File: src/rtl/keyed_wdog_pkg.sv
package keyed_wdog_pkg;
    localparam logic [15:0] UNLOCK_KEY = 16'h1234;

    localparam int OFS_PRESCALE = 'h04;
    localparam int OFS_RELOAD   = 'h08;
    localparam int OFS_WARN     = 'h0C;
    localparam int OFS_REFRESH  = 'h18;
    localparam int OFS_CONTROL  = 'h1C;

    localparam int NUM_GROUPS = 3;
    localparam int GRP_WARN   = 0;
    localparam int GRP_COUNT  = 1;
    localparam int GRP_PRESC  = 2;

    typedef enum logic [1:0] {
        ST_IDLE    = 2'd0,
        ST_RUN     = 2'd1,
        ST_EXPIRED = 2'd2
    } wd_state_e;
endpackage

File: src/rtl/keyed_wdog_regs.sv
module keyed_wdog_regs
    import keyed_wdog_pkg::*;
#(
    parameter int ADDR_W  = 5,
    parameter int VAL_W   = 16,
    parameter int PRE_W   = 8,
    parameter int PRE_RST = 15
) (
    input  logic                  clk,
    input  logic                  rst_n,
    input  logic [ADDR_W-1:0]     bus_addr,
    input  logic                  bus_we,
    input  logic [31:0]           bus_wdata,
    output logic [31:0]           bus_rdata,
    output logic                  run_en,
    output logic [NUM_GROUPS-1:0] fire,
    output logic [PRE_W-1:0]      div_new,
    output logic [VAL_W-1:0]      load_new,
    output logic [VAL_W-1:0]      warn_new
);
    localparam int CODE_W = 2 * NUM_GROUPS;

    logic [VAL_W-1:0]  presc_sh, reload_sh, warn_sh, ctrl_q;
    logic [CODE_W-1:0] codes_q;
    logic              key_ok, wr_ok;

    assign key_ok = (bus_wdata[31:16] == UNLOCK_KEY);
    assign wr_ok  = bus_we && key_ok;

    always_ff @(posedge clk) begin
        if (!rst_n) begin
            presc_sh  <= VAL_W'(PRE_RST << 8);
            reload_sh <= '1;
            warn_sh   <= '0;
            ctrl_q    <= '0;
            codes_q   <= '0;
        end else if (wr_ok) begin
            if (bus_addr == ADDR_W'(OFS_PRESCALE)) presc_sh  <= bus_wdata[VAL_W-1:0];
            if (bus_addr == ADDR_W'(OFS_RELOAD))   reload_sh <= bus_wdata[VAL_W-1:0];
            if (bus_addr == ADDR_W'(OFS_WARN))     warn_sh   <= bus_wdata[VAL_W-1:0];
            if (bus_addr == ADDR_W'(OFS_CONTROL))  ctrl_q    <= bus_wdata[VAL_W-1:0];
            if (bus_addr == ADDR_W'(OFS_REFRESH))  codes_q   <= bus_wdata[CODE_W-1:0];
        end
    end

    // Per-group change detection on accepted refresh writes.
    for (genvar g = 0; g < NUM_GROUPS; g++) begin : g_grp
        assign fire[g] = wr_ok && (bus_addr == ADDR_W'(OFS_REFRESH)) &&
                         (bus_wdata[2*g +: 2] != codes_q[2*g +: 2]);
    end

    assign run_en   = ctrl_q[0];
    assign div_new  = presc_sh[8 +: PRE_W];
    assign load_new = reload_sh;
    assign warn_new = warn_sh;

    always_comb begin
        bus_rdata = '0;
        unique case (int'(bus_addr))
            OFS_PRESCALE: bus_rdata[VAL_W-1:0]  = presc_sh;
            OFS_RELOAD:   bus_rdata[VAL_W-1:0]  = reload_sh;
            OFS_WARN:     bus_rdata[VAL_W-1:0]  = warn_sh;
            OFS_CONTROL:  bus_rdata[VAL_W-1:0]  = ctrl_q;
            OFS_REFRESH:  bus_rdata[CODE_W-1:0] = codes_q;
            default:      bus_rdata = '0;
        endcase
    end

    // a write with a wrong key leaves every register untouched
    p_badkey_hold_r1: assert property (@(posedge clk) disable iff (!rst_n)
        (bus_we && !key_ok) |=> ($stable(presc_sh) && $stable(reload_sh) &&
                                 $stable(warn_sh) && $stable(ctrl_q) && $stable(codes_q)));

    // stored codes only move on an accepted refresh write
    p_codes_gated_r4: assert property (@(posedge clk) disable iff (!rst_n)
        !(wr_ok && bus_addr == ADDR_W'(OFS_REFRESH)) |=> $stable(codes_q));
endmodule

File: src/rtl/keyed_wdog_core.sv
module keyed_wdog_core
    import keyed_wdog_pkg::*;
#(
    parameter int VAL_W   = 16,
    parameter int PRE_W   = 8,
    parameter int PRE_RST = 15
) (
    input  logic                  clk,
    input  logic                  rst_n,
    input  logic                  run_en,
    input  logic [NUM_GROUPS-1:0] fire,
    input  logic [PRE_W-1:0]      div_new,
    input  logic [VAL_W-1:0]      load_new,
    input  logic [VAL_W-1:0]      warn_new,
    output logic                  rst_req,
    output logic                  warn
);
    wd_state_e        state_q, state_d;
    logic [PRE_W-1:0] div_q, pre_q;
    logic [VAL_W-1:0] cnt_q, warn_q;
    logic             tick, last;

    assign tick = (state_q == ST_RUN) && (pre_q == div_q);
    assign last = (cnt_q <= VAL_W'(1));

    always_comb begin
        state_d = state_q;
        unique case (state_q)
            ST_IDLE:    if (run_en) state_d = ST_RUN;
            ST_RUN: begin
                if (tick && last && !fire[GRP_COUNT]) state_d = ST_EXPIRED;
                else if (!run_en)                     state_d = ST_IDLE;
            end
            ST_EXPIRED: state_d = ST_EXPIRED;
            default:    state_d = ST_IDLE;
        endcase
    end

    always_ff @(posedge clk) begin
        if (!rst_n) state_q <= ST_IDLE;
        else        state_q <= state_d;
    end

    always_ff @(posedge clk) begin
        if (!rst_n) begin
            div_q  <= PRE_W'(PRE_RST);
            pre_q  <= '0;
            cnt_q  <= '1;
            warn_q <= '0;
        end else begin
            if (fire[GRP_WARN]) warn_q <= warn_new;
            if (fire[GRP_PRESC]) div_q <= div_new;
            if (state_q != ST_EXPIRED && (fire[GRP_COUNT] || fire[GRP_PRESC]))
                pre_q <= '0;
            else if (state_q == ST_RUN)
                pre_q <= tick ? '0 : pre_q + 1'b1;
            if (state_q != ST_EXPIRED && fire[GRP_COUNT])
                cnt_q <= load_new;
            else if (tick)
                cnt_q <= last ? '0 : cnt_q - 1'b1;
        end
    end

    always_comb begin
        rst_req = (state_q == ST_EXPIRED);
        warn    = (state_q == ST_RUN) && (cnt_q <= warn_q);
    end

    // expiry is terminal until reset
    p_sticky_r8: assert property (@(posedge clk) disable iff (!rst_n)
        rst_req |=> rst_req);
    // a stopped counter holds its value
    p_frozen_r7: assert property (@(posedge clk) disable iff (!rst_n)
        (state_q == ST_IDLE && !fire[GRP_COUNT]) |=> $stable(cnt_q));
    // the prescaler never passes the applied divisor
    p_pre_bound_r5: assert property (@(posedge clk) disable iff (!rst_n)
        pre_q <= div_q);
    // each tick removes exactly one from a count above one
    p_dec_r6: assert property (@(posedge clk) disable iff (!rst_n)
        (tick && !last && !fire[GRP_COUNT]) |=> (cnt_q == $past(cnt_q) - 1'b1));
    // counter group loads the reload shadow
    p_reload_r4: assert property (@(posedge clk) disable iff (!rst_n)
        (fire[GRP_COUNT] && state_q != ST_EXPIRED) |=> (cnt_q == $past(load_new)));
endmodule

File: src/rtl/keyed_wdog.sv
module keyed_wdog
    import keyed_wdog_pkg::*;
#(
    parameter int ADDR_W  = 5,
    parameter int VAL_W   = 16,
    parameter int PRE_W   = 8,
    parameter int PRE_RST = 15
) (
    input  logic              clk,
    input  logic              rst_n,
    input  logic [ADDR_W-1:0] bus_addr,
    input  logic              bus_we,
    input  logic [31:0]       bus_wdata,
    output logic [31:0]       bus_rdata,
    output logic              rst_req,
    output logic              warn
);
    logic                  run_en;
    logic [NUM_GROUPS-1:0] fire;
    logic [PRE_W-1:0]      div_new;
    logic [VAL_W-1:0]      load_new, warn_new;

    keyed_wdog_regs #(.ADDR_W(ADDR_W), .VAL_W(VAL_W), .PRE_W(PRE_W), .PRE_RST(PRE_RST)) u_regs (
        .clk(clk), .rst_n(rst_n), .bus_addr(bus_addr), .bus_we(bus_we),
        .bus_wdata(bus_wdata), .bus_rdata(bus_rdata), .run_en(run_en),
        .fire(fire), .div_new(div_new), .load_new(load_new), .warn_new(warn_new)
    );

    keyed_wdog_core #(.VAL_W(VAL_W), .PRE_W(PRE_W), .PRE_RST(PRE_RST)) u_core (
        .clk(clk), .rst_n(rst_n), .run_en(run_en), .fire(fire),
        .div_new(div_new), .load_new(load_new), .warn_new(warn_new),
        .rst_req(rst_req), .warn(warn)
    );
endmodule

File: config.mk
export PLATFORM = sky130hd
export DESIGN_NAME = keyed_wdog
export DESIGN_NICKNAME = d
export VERILOG_FILES = /design/src/rtl/keyed_wdog_pkg.sv /design/src/rtl/keyed_wdog_regs.sv /design/src/rtl/keyed_wdog_core.sv /design/src/rtl/keyed_wdog.sv
export SDC_FILE = /design/constraint.sdc
export NUM_CORES = 1
export LEC_CHECK = 0
export BUFFER_PORTS_ARGS = -buffer_cell sky130_fd_sc_hd__buf_2
export CAP_MARGIN = 25
export CORE_ASPECT_RATIO = 0.5
export CORE_UTILIZATION = 24
export CTS_CLUSTER_SIZE = 12
export DETAILED_ROUTE_END_ITERATION = 10
export GPL_TIMING_DRIVEN = 0
export PLACE_DENSITY = 0.5
export SETUP_SLACK_MARGIN = 0.05
export SLEW_MARGIN = 5
export SYNTH_ARGS = -nofsm -noshare
export SYNTH_HDL_FRONTEND = slang
export SYNTH_SLANG_ARGS = --single-unit
File: constraint.sdc
create_clock -name clk -period 6.1 [get_ports clk]
set_input_delay 1.22 -clock clk [delete_from_list [all_inputs] [get_ports clk]]
set_output_delay 1.22 -clock clk [all_outputs]
set_load 0.005 [all_outputs]
**Word-level counts from Yosys, hierarchy flattened**

Index checks and enable logic that the tools add are counted.

- Register bits: 120
- Input bits: 40
- Output and inout bits: 34
- Word-level logic and storage cells: 62

- Add/subtract/negate cells: 2
- Order comparisons: 2
- Equal/unequal tests: 15
- Mux-type cells: 10
- Bitwise logic cells: 1
- Reductions and logical operators: 22

Operators by type and width:

| operator | number |
|---|---|
| 16-bit 2-to-1 mux | 3 |
| 10-bit case mux with 4 select lines | 1 |
| 6-bit case mux with 5 select lines | 1 |
| 16-bit by 13-bit equality test with 1-bit output, second input constant | 1 |
| 16-bit by 1-bit <= comparator with 1-bit output, second input constant | 1 |
| 16-bit <= comparator | 1 |
| 16-bit by 1-bit subtractor with 16-bit output, second input constant | 1 |
| 2-bit AND reduction | 6 |
| 1-bit logical AND | 11 |
| 5-bit by 4-bit equality test with 1-bit output, second input constant | 2 |
| 5-bit equality test, second input constant | 2 |
| 8-bit by 1-bit adder with 8-bit output, second input constant | 1 |
| 8-bit equality test | 1 |
| 8-bit 2-to-1 mux | 1 |
| 2-bit 2-to-1 mux | 3 |
| 2-bit != test | 3 |
| 2-bit case mux with 3 select lines | 1 |
| 5-bit by 3-bit equality test with 1-bit output, second input constant | 1 |
| 2-bit != test, second input constant | 2 |
| 3-bit != test, second input constant | 1 |
| 2-bit by 1-bit equality test with 1-bit output, second input constant | 1 |
| 2-bit equality test, second input constant | 1 |
| 2-bit zero test | 1 |
| 2-bit nonzero test | 1 |
| other kinds (4) | 4 |

**Logic depth before layout (Yosys ltp)**

Gate-level depths: netlist of the first run.

- Depth in word-level cells: 8
- Gate-level depth with buffers: 9
- Mapped depth without buffers: 8

**By module**

Synthesis of the first run repeated with hierarchy kept, for this count alone.

- Cells, all modules: 712
- Area total of the unflattened synthesis: 6322.3 um^2

By module, submodules not included:

| module | instances | cells an instance | area each (um^2) | sequential area each (um^2) |
|---|---|---|---|---|
| keyed_wdog_regs | 1 | 378 | 3463.3 | 1401.3 |
| keyed_wdog_core | 1 | 334 | 2859.0 | 1001.0 |

**Worst setup path before layout of the first run**

OpenSTA, ideal clock, no wires.

- Path kind: input-to-output
- From: in bus_addr[4]
- To: out bus_rdata[10]
- Arrival: 2.576 ns
- Required time: 4.880 ns
- Path slack: 2.304 ns
- Cell stages on the path: 5
- Buffers on the path: 1
- Path through: nand2b_1 nor4_1 clkbuf_1 a22oi_1 nand2_1

- Longest elaborated chain between the ends: 2
- Elaborated cells between the ends (all ways): 5
- Classes of those cells: eq/ne: 4; mux: 1

Ends and longest elaborated chain:

| item | line | source |
|---|---|---|
| start: declaration | keyed_wdog.sv:11 | `input logic [ADDR_W-1:0] bus_addr,` |
| 5-bit equality test, or another cell as far along | keyed_wdog_regs.sv:59 | `unique case (int'(bus_addr))` |
| 10-bit case mux with 4 select lines * | keyed_wdog_regs.sv:59 |  |
| end: declaration | keyed_wdog.sv:14 | `output logic [31:0] bus_rdata,` |

Every way passes the cells marked *; elsewhere a longest branch is shown, timed or not.

**Final worst setup path of the first run**

- From: in bus_addr[1]
- To: out bus_rdata[15]

The elaborated chain is that of the path after synthesis.

==> results of run 1 <==
==> layout by cell type (no fill, tap or decap), drive strengths merged, types with 2 or more instances in the layout <==
cell type  synthesis  routed
nor2              36      36
clkinv             0       5
mux2i             14      14
o31ai              2       2
nand2            203     203
a211oi            12      12
o211a              2       2
o21a               2       2
o211ai             5       5
nand2b             4       4
a21o               2       2
or4                3       3
o31a               2       2
a22oi             26      26
conb               1      16
nand3             24      24
or3                5       5
nor3              22      22
xor2               4       4
bufinv             0       3
and2               4       4
xnor2             16      16
nand3b             2       2
nand4              7       7
nor4              11      11
a21oi             68      68
o21ai             21      21
inv               22      24
a222oi             6       6
nor4b              5       5
clkbuf            30      48
a32oi              3       3
ha                19      19
buf               25      84
nor2b              2       2
dfxtp            120     120
clkinvlp           0       4
and3               7       7
==> layout make-up <==
type	instances	area (sq um)	area share
multi-input combinational	565	3127	0.4347
sequential	120	2402	0.3340
clock buffer	18	429.2	0.05966
tap	307	384.1	0.05340
timing repair buffer	60	311.5	0.04331
buffer	55	282.8	0.03931
clock inverter	14	173.9	0.02418
inverter	22	82.58	0.01148
==> worst min-delay path, cell delays in order (launching register included) <==
cell and delay [ps]:
dfxtp_1 310, nand2_1 50, a21oi_1 50
==> flip-flops by register name (all words and copies together), names as in the netlist <==
signal           cells
u_core.cnt_q        16
u_core.div_q         8
u_core.pre_q         8
u_core.state_q       2
u_core.warn_q       16
u_regs.codes_q       6
u_regs.ctrl_q       16
u_regs.load_new     16
u_regs.presc_sh     16
u_regs.warn_new     16
==> where the power goes <==
part | internal, mW | leakage [nW] | total (mW) | switching (mW)
sequential | 0.784 | 0.968 | 0.784 | 0.000000192
clock | 0.644 | 0.283 | 1.02 | 0.381
combinational | 0.0246 | 1.43 | 0.0694 | 0.0447
total | 1.45 | 2.68 | 1.88 | 0.425
==> logic make-up (layout without fill, tap and decap cells) <==
kind of cell,count (synthesis),count (layout),share of synthesized area
simple gates,341,341,0.2626
compound gates,155,155,0.1674
flops,120,120,0.4119
buf+inv,77,169,0.06265
xor+xnor,20,20,0.03004
fa+ha+maj,19,19,0.04076
mux,14,14,0.02403
other cells,1,16,0.0006430
==> how the worst min path moves through the flow <==
stage,startpoint,to,slack [ps],depth (start not counted)
2_1_floorplan,u_core.state_q[1],u_core.state_q[0],430,1
3_3_place_gp,u_regs.presc_sh[0],u_regs.presc_sh[0],440,2
3_5_place_dp,u_regs.presc_sh[2],u_regs.presc_sh[2],450,2
4_1_cts,u_core.warn_q[4],u_core.warn_q[4],450,2
5_1_grt,u_regs.ctrl_q[8],u_regs.ctrl_q[8],470,2
6_report,u_regs.ctrl_q[6],u_regs.ctrl_q[6],450,2
==> routing by layer <==
layer / share of wire / up-vias / track usage
met5: 0 / - / 0
met4: 0.018 / 0 / 0.05149
met3: 0.062 / 21 / 0.03194
met2: 0.44 / 202 / 0.2487
met1: 0.48 / 2607 / 0.2119
li1: - / 2762 / -
==> flow_summary.json, run 1 <==
{
  "grt_util_all_layers": 0.1564,
  "path_clk_slew_ps": 50,
  "crit_path_max_incr_delay_ps": 620,
  "period_minus_slack_ps": 4519,
  "synth_top_area_frac": 0.4119,
  "worstSetupPathType": "primary input to output pin",
  "nets": 900,
  "post-route-period-util": 0.7409,
  "cp.buffers_inverters": 3,
  "vias_per_cell": 4.817,
  "synth_ff_type": "dfxtp_1",
  "finalClockSkew_ps": 13.86,
  "critPathSlowestCell": "nor3_1",
  "drive_above_1_share": 0.1440,
  "cts-htree-levels": 4,
  "dp_hpwl_mm": 14.41,
  "yosys-top-cells-area": "dfxtp_1, nand2_1, a21oi_1, ha_1, a22oi_1",
  "yosys.cell_types.count": 51,
  "async_flop_share": 0,
  "synth.yosys.seq_area_share": 0.4119,
  "cp.required_ps": 4880,
  "grt_pass1_vias": 5260,
  "worstSetupEndpointType": "output pin",
  "hold_viol_final": 0,
  "antenna_found_initial": 0,
  "startpoint_type": "primary input",
  "fmax_ghz": 0.2213,
  "r2r-end": "u_core.cnt_q[13]",
  "cts_sinks": 120,
  "hold_slack_ps": 450.4,
  "gp_congestion": 0.8496,
  "via_count": 5592,
  "fillers": 2490,
  "cts_resized": 0,
  "grt_max_degree": 17,
  "cp_num_cells": 8,
  "numCtsBuffers": 17,
  "stdcell_count": 1161,
  "p_leak_nw": 2.679,
  "rsz0062_at_grt": "no",
  "cp_cell_sequence": "buf_2 -> nor2_1 -> nand2_1 -> nor3_1 -> clkbuf_1 -> a22oi_1 -> nand2_1 -> buf_2",
  "place_worst_setup_slack_ps": 1650,
  "placement_rows": 39,
  "maxCapViolations": 0,
  "rrSetupSlack_ps": 3570,
  "initial_core_util": 0.2500,
  "core_region_area_sq_mm": 0.02332,
  "slew_headroom": 0.4175,
  "ys_ff_latch": 120,
  "setup-violations-final": 0,
  "syn_avg_cell_area_sq_um": 7.807,
  "place.port_buffers": 56,
  "wl_per_cell_um": 16.53,
  "drt-initial-drc-count": 473,
  "final_util": 0.3084,
  "die_area_sq_mm": 0.02496,
  "cts_setup_buffers": 0,
  "outcome": "completed",
  "ys_warn_count": 0,
  "drcViolationCount": 0,
  "cts_root_buf": "clkbuf_16",
  "maxSlewViolCount": 0,
  "setup_tns_ps": 0,
  "critPathMaxFanout": 10,
  "clk_latency_ps": 420,
  "wirelength_mm": 19.19,
  "postCtsHoldBufs": 0,
  "synthTopCellsByCount": "nand2_1, dfxtp_1, a21oi_1, nor2_1, clkbuf_1",
  "postSynthCellCount": 747,
  "drtAntennaViolNets": 0,
  "grt-ovfl-total": 0,
  "worstMarginPinSlew_ps": 866.5,
  "dpl-instance-area_sq_mm": 0.006590,
  "die_y_um": 112.2,
  "synth_area_leader_cell": "dfxtp_1",
  "crit_end": "bus_rdata[15]",
  "n_antenna_cell": 0,
  "critPathTopFamily": "simple AND/OR/NAND/NOR gates",
  "post-route-cell-area_sq_mm": 0.007193,
  "yosysMostFrequentCell": "nand2_1",
  "r2r-start": "u_core.cnt_q[11]",
  "drtPass1Iterations": 5,
  "ios": 74,
  "fin_ws_ps": 1581,
  "synth_area_sq_mm": 0.005832,
  "synth_edf_count": 0,
  "cts_tree": "yes",
  "hp-class": "flop to flop",
  "grt_pass1_wl_mm": 29.79,
  "p_per_area_mw_per_mm2": 261.0,
  "dp_cells": 1129,
  "r2r_cells": 7,
  "arrival_ps": 3300,
  "crit_start": "bus_addr[1]",
  "vdd_drop_max_uv": 172.3,
  "total_power_mw": 1.878,
  "clockBufferDepth": 2,
  "fp.dieW_um": 222.5,
  "area_growth_pct": 23.34
}
(Power assumes the default switching activity.)
==> run 2: changes to the inputs <==
Settings changed: ABC_AREA set to 1, PLACE_DENSITY 0.5 to 0.49.
Clock period 6.1 ns to 4.45 ns, I/O delays scaled along.
==> flow_summary.json, run 2 <==
{
  "area_growth_pct": 20.43,
  "p_sw_mw": 0.5750,
  "cts-htree-levels": 4,
  "synthTopCellsByCount": "nand2_1, nor2_1, dfxtp_1, inv_1, nand3_1",
  "r2r_cells": 11,
  "ios": 74,
  "ys_warn_count": 0,
  "layout_commonest_cell": "nand2_1",
  "p_comb_frac": 0.046,
  "n_antenna_cell": 0,
  "die_area_sq_mm": 0.02922,
  "maxCapViolations": 0,
  "crit_start": "bus_addr[1]",
  "numCtsBuffers": 17,
  "ys_ff_latch": 120,
  "setup_tns_ps": 0,
  "worstMarginPinSlew_ps": 861.8,
  "path_clk_slew_ps": 60,
  "synth_ff_type": "dfxtp_1",
  "cts_resized": 0,
  "fmax_ghz": 0.2868,
  "synth.yosys.seq_area_share": 0.3512,
  "synth_area_sq_mm": 0.006840,
  "synth_edf_count": 0,
  "antenna_found_initial": 0,
  "clockBufferDepth": 2,
  "gp_congestion": 0.8323,
  "final_util": 0.2956,
  "grt_pass1_vias": 6235,
  "p_leak_nw": 3.592,
  "rsz0062_at_grt": "no",
  "yosys.cell_types.count": 40,
  "postCtsHoldBufs": 0,
  "cp.required_ps": 3560,
  "drtPass1Iterations": 5,
  "async_flop_share": 0,
  "finalClockSkew_ps": 6.731,
  "cts_tree": "yes",
  "cts_sinks": 120,
  "yosysMostFrequentCell": "nand2_1",
  "postSynthCellCount": 984,
  "outcome": "completed",
  "syn_avg_cell_area_sq_um": 6.952,
  "drcViolationCount": 0,
  "yosys-top-cells-area": "dfxtp_1, nand2_1, nor2_1, nand3_1, inv_1",
  "worst_hold_startpoint": "u_core.warn_q[0]",
  "hold_slack_ps": 466.8,
  "arrival_ps": 2600,
  "via_count": 6608,
  "hp-class": "flop to flop",
  "maxSlewViolCount": 0,
  "rrSetupSlack_ps": 2570,
  "vdd_drop_max_uv": 243.5,
  "grt_util_all_layers": 0.1534,
  "die_y_um": 121.4,
  "synth_area_leader_cell": "dfxtp_1",
  "p_clk_frac": 0.535,
  "grt_pass1_wl_mm": 34.25,
  "hold_viol_final": 0,
  "startpoint_type": "primary input",
  "worstSetupPathType": "primary input to output pin",
  "drive_above_1_share": 0.1750,
  "initial_core_util": 0.2454,
  "period_minus_slack_ps": 3486,
  "core_region_area_sq_mm": 0.02787,
  "setup-violations-final": 0,
  "cts_root_buf": "clkbuf_16",
  "swShare": 0.2242,
  "drt-initial-drc-count": 607,
  "p_int_mw": 1.989,
  "placement_rows": 43,
  "pwr-share-seq": 0.419,
  "slew_headroom": 0.4255,
  "r2r-start": "u_core.cnt_q[0]",
  "clk_latency_ps": 420,
  "p_per_area_mw_per_mm2": 311.3,
  "worstSetupEndpointType": "output pin",
  "wl_per_cell_um": 14.69,
  "wirelength_mm": 21.57,
  "cts_setup_buffers": 0,
  "nets": 1133,
  "critPathMaxFanout": 10,
  "fillers": 3069,
  "grt-ovfl-total": 0,
  "post-route-period-util": 0.7834,
  "synth_top_area_frac": 0.3512,
  "drtAntennaViolNets": 0,
  "place.port_buffers": 56,
  "vias_per_cell": 4.501,
  "dp_hpwl_mm": 16.87,
  "r2r-end": "u_core.cnt_q[2]",
  "grt_max_degree": 17,
  "fp.dieW_um": 240.8,
  "crit_end": "bus_rdata[15]",
  "final_cell_mix": "nand2_1, nor2_1, dfxtp_1"
}
-- run 2: layout make-up --
class / count / area [sq um] / share of cell area
Inverter: 110 / 412.9 / 0.05012
Tap cell: 382 / 478.0 / 0.05802
Sequential cell: 120 / 2402 / 0.2916
Buffer: 61 / 387.9 / 0.04708
Clock buffer: 23 / 488.0 / 0.05923
Timing Repair Buffer: 56 / 280.3 / 0.03402
Multi-Input combinational cell: 708 / 3694 / 0.4484
Clock inverter: 8 / 95.09 / 0.01154
-- run 2: critical path, stage by stage --
cell	delay (ps)
buf_2	110
nor2_4	140
nand3_1	110
nor2_2	350
clkbuf_1	510
nand2_1	100
o2111ai_1	190
buf_2	180
-- run 2: worst min-delay path by stage --
| stage | end | slack, ps | cells past startpoint |
|---|---|---|---|
| 6_report | u_core.warn_q[0] | 470 | 2 |
| 5_1_grt | u_core.warn_q[2] | 480 | 2 |
| 4_1_cts | u_core.warn_q[11] | 470 | 2 |
| 3_5_place_dp | u_core.warn_q[11] | 460 | 2 |
| 3_3_place_gp | u_core.warn_q[0] | 460 | 2 |
| 2_1_floorplan | u_core.warn_q[0] | 430 | 2 |
-- run 2: logic make-up (layout without fill, tap and decap cells) --
| group | after synthesis | count (layout) | share of synthesized area |
|---|---|---|---|
| AOI/OAI and AO/OA | 134 | 134 | 0.1273 |
| xor gates and xnor gates | 13 | 13 | 0.01665 |
| adders and majority gates | 19 | 19 | 0.03475 |
| buffers and inverters | 171 | 258 | 0.1171 |
| DFF | 120 | 120 | 0.3512 |
| other | 1 | 16 | 0.0005482 |
| and+or+nand+nor | 526 | 526 | 0.3525 |
-- run 2: power groups by stage --
| stage | sequential (mW) | combinational (mW) | clock [mW] |
|---|---|---|---|
| floorplan | 1.10 | 0.0623 | 0 |
| global placement | 1.10 | 0.117 | 0 |
| detailed placement | 1.10 | 0.118 | 0 |
| CTS | 1.07 | 0.118 | 1.39 |
| global route | 1.07 | 0.131 | 1.44 |
| finish | 1.08 | 0.118 | 1.37 |
-- run 2: routing by layer --
layer | track usage | vias up | routed length (um)
li1 | - | 3370 | -
met1 | 0.2059 | 3078 | 10380
met2 | 0.2505 | 139 | 9929
met3 | 0.02707 | 21 | 1001
met4 | 0.04470 | 0 | 260
met5 | 0 | - | 0
-- run 2: per-stage QoR --
step / std cells / worst slack [ps] / power (mW) / area, sq um
2_1_floorplan: 999 / 1717 / 1.160 / 6897
6_report: 1468 / 963.7 / 2.564 / 8238
5_1_grt: 1468 / 823.9 / 2.645 / 8238
3_5_place_dp: 1437 / 975.4 / 1.216 / 7655
3_3_place_gp: 1437 / 1001 / 1.215 / 7655
4_1_cts: 1468 / 973.6 / 2.578 / 8238
==> run 3: changes to the inputs <==
Settings changed: ABC_AREA 1 to 0, PLACE_DENSITY 0.49 to 0.51.
Clock period 4.45 ns to 3.15 ns, I/O delays scaled along.
==> flow_summary.json, run 3 (synthesis results as in run 1) <==
{
  "core_region_area_sq_mm": 0.02332,
  "grt_util_all_layers": 0.1566,
  "die_y_um": 112.2,
  "grt-ovfl-total": 0,
  "cts_tree": "yes",
  "antenna_found_initial": 0,
  "place.port_buffers": 56,
  "rrSetupSlack_ps": 640,
  "vias_per_cell": 4.821,
  "arrival_ps": 2370,
  "layout_commonest_cell": "nand2_1",
  "period_minus_slack_ps": 2998,
  "drt-met1-wl_mm": 9.093,
  "startpoint_type": "flop",
  "rsz0062_at_grt": "yes",
  "numCtsBuffers": 17,
  "p_per_area_mw_per_mm2": 492.5,
  "via_count": 5597,
  "wl_met2_mm": 8.943,
  "cts-htree-levels": 4,
  "fmax_ghz": 0.3335,
  "cts_root_buf": "clkbuf_16",
  "p_leak_nw": 2.683,
  "nets": 900,
  "grt_max_degree": 17,
  "hp-class": "flop to flop",
  "area_growth_pct": 23.02,
  "final_cell_mix": "nand2_1, dfxtp_1, a21oi_1",
  "r2r_cells": 7,
  "maxCapViolations": 0,
  "n_antenna_cell": 0,
  "wl_per_cell_um": 16.64,
  "critPathMaxFanout": 6,
  "clockBufferDepth": 2,
  "drtPass1Iterations": 6,
  "dp_hpwl_mm": 14.39,
  "crit_start": "u_core.cnt_q[0]",
  "maxSlewViolCount": 0,
  "cp.required_ps": 2520,
  "vdd_drop_max_uv": 305.7,
  "path_clk_slew_ps": 60,
  "worstSetupPathType": "flop to output pin",
  "die_area_sq_mm": 0.02496,
  "clk_latency_ps": 420,
  "grt_pass1_vias": 5233,
  "stdcell_count": 1161,
  "drt-initial-drc-count": 492,
  "total_power_mw": 3.534,
  "finalClockSkew_ps": 8.372,
  "r2r-start": "u_core.state_q[1]",
  "drcViolationCount": 0,
  "post-route-cell-area_sq_mm": 0.007174,
  "dp_cells": 1129,
  "fp.dieW_um": 222.5,
  "hold_viol_final": 0,
  "gp_congestion": 0.8310,
  "drtAntennaViolNets": 0,
  "post-route-period-util": 0.9519,
  "ios": 74,
  "initial_core_util": 0.2500,
  "grt_pass1_wl_mm": 29.93,
  "dpl-instance-area_sq_mm": 0.006581,
  "crit_end": "warn",
  "drive_above_1_share": 0.1487,
  "setup-violations-final": 0,
  "outcome": "completed",
  "r2r-end": "u_core.cnt_q[4]",
  "worstMarginPinSlew_ps": 867.5,
  "wirelength_mm": 19.32,
  "placement_rows": 39,
  "wl_met3_mm": 1.065,
  "routed.top_layer": "met4",
  "slew_headroom": 0.4168,
  "cts_sinks": 120,
  "worstSetupEndpointType": "output pin"
}
==> run 3: repair_timing <==
action / CTS / global route
setup buffers: 0 / 0
resized for setup: 4 / 7
pin swaps: 0 / 1
endpoints found under the setup margin: 9 / 10
hold buffers: 0 / 0
==> run 3: routing by layer <==
layer  GRT usage  vias to the layer above
met4     0.04552                        0
met2      0.2539                      187
met1      0.2107                     2625
li1            -                     2771
met3     0.03194                       14
met5           0                        -
==> run 3: through the flow <==
step | utilization | setup TNS [ps] | hold WS [ps] | worst slack [ps]
after floorplan | - | 0 | 427.8 | 534.3
after global placement | 0.2809 | -17610 | 437.4 | -775.7
after detailed placement | 0.2822 | -936.7 | 445.1 | -126.2
after CTS | 0.3074 | 0 | 452.1 | 63.80
after global routing | 0.3076 | -14.41 | 468.3 | -14.41
final | 0.3076 | 0 | 449.0 | 151.6
==> run 3: layout make-up <==
cell class              instances  area (sq um)
well taps                     307         384.1
plain buffers                  55         286.5
clock buffers                  25         505.5
inverters                      22         82.58
multi-input cells             565          3143
fillers                      2507         16150
clock inverters                 7         66.31
repair buffers                 60         302.8
flip-flops and latches        120          2404
==> run 3: how the worst min path moves through the flow <==
stage          slack (ps)  cells after the start            endpoint                from
3_5_place_dp          450                      2    u_regs.ctrl_q[6]    u_regs.ctrl_q[6]
2_1_floorplan         430                      1   u_core.state_q[0]   u_core.state_q[1]
4_1_cts               450                      2    u_regs.ctrl_q[6]    u_regs.ctrl_q[6]
5_1_grt               470                      2    u_regs.ctrl_q[6]    u_regs.ctrl_q[6]
3_3_place_gp          440                      2  u_regs.presc_sh[0]  u_regs.presc_sh[0]
6_report              450                      2    u_regs.ctrl_q[6]    u_regs.ctrl_q[6]
==> run 3: power by group <==
part	internal, mW	leakage, nW	switching (mW)
Sequential	1.52	0.967	0.000000379
Clock	1.18	0.283	0.696
Combinational	0.0479	1.43	0.0867
Total	2.75	2.68	0.782
==> run 3: worst max-delay path: stages, from the launching register on <==
cell	delay [ps]
dfxtp_1	420
inv_1	120
ha_1	290
nand4_1	130
nor2_1	200
nand2_1	120
o21a_1	140
a311oi_2	330
buf_2	190
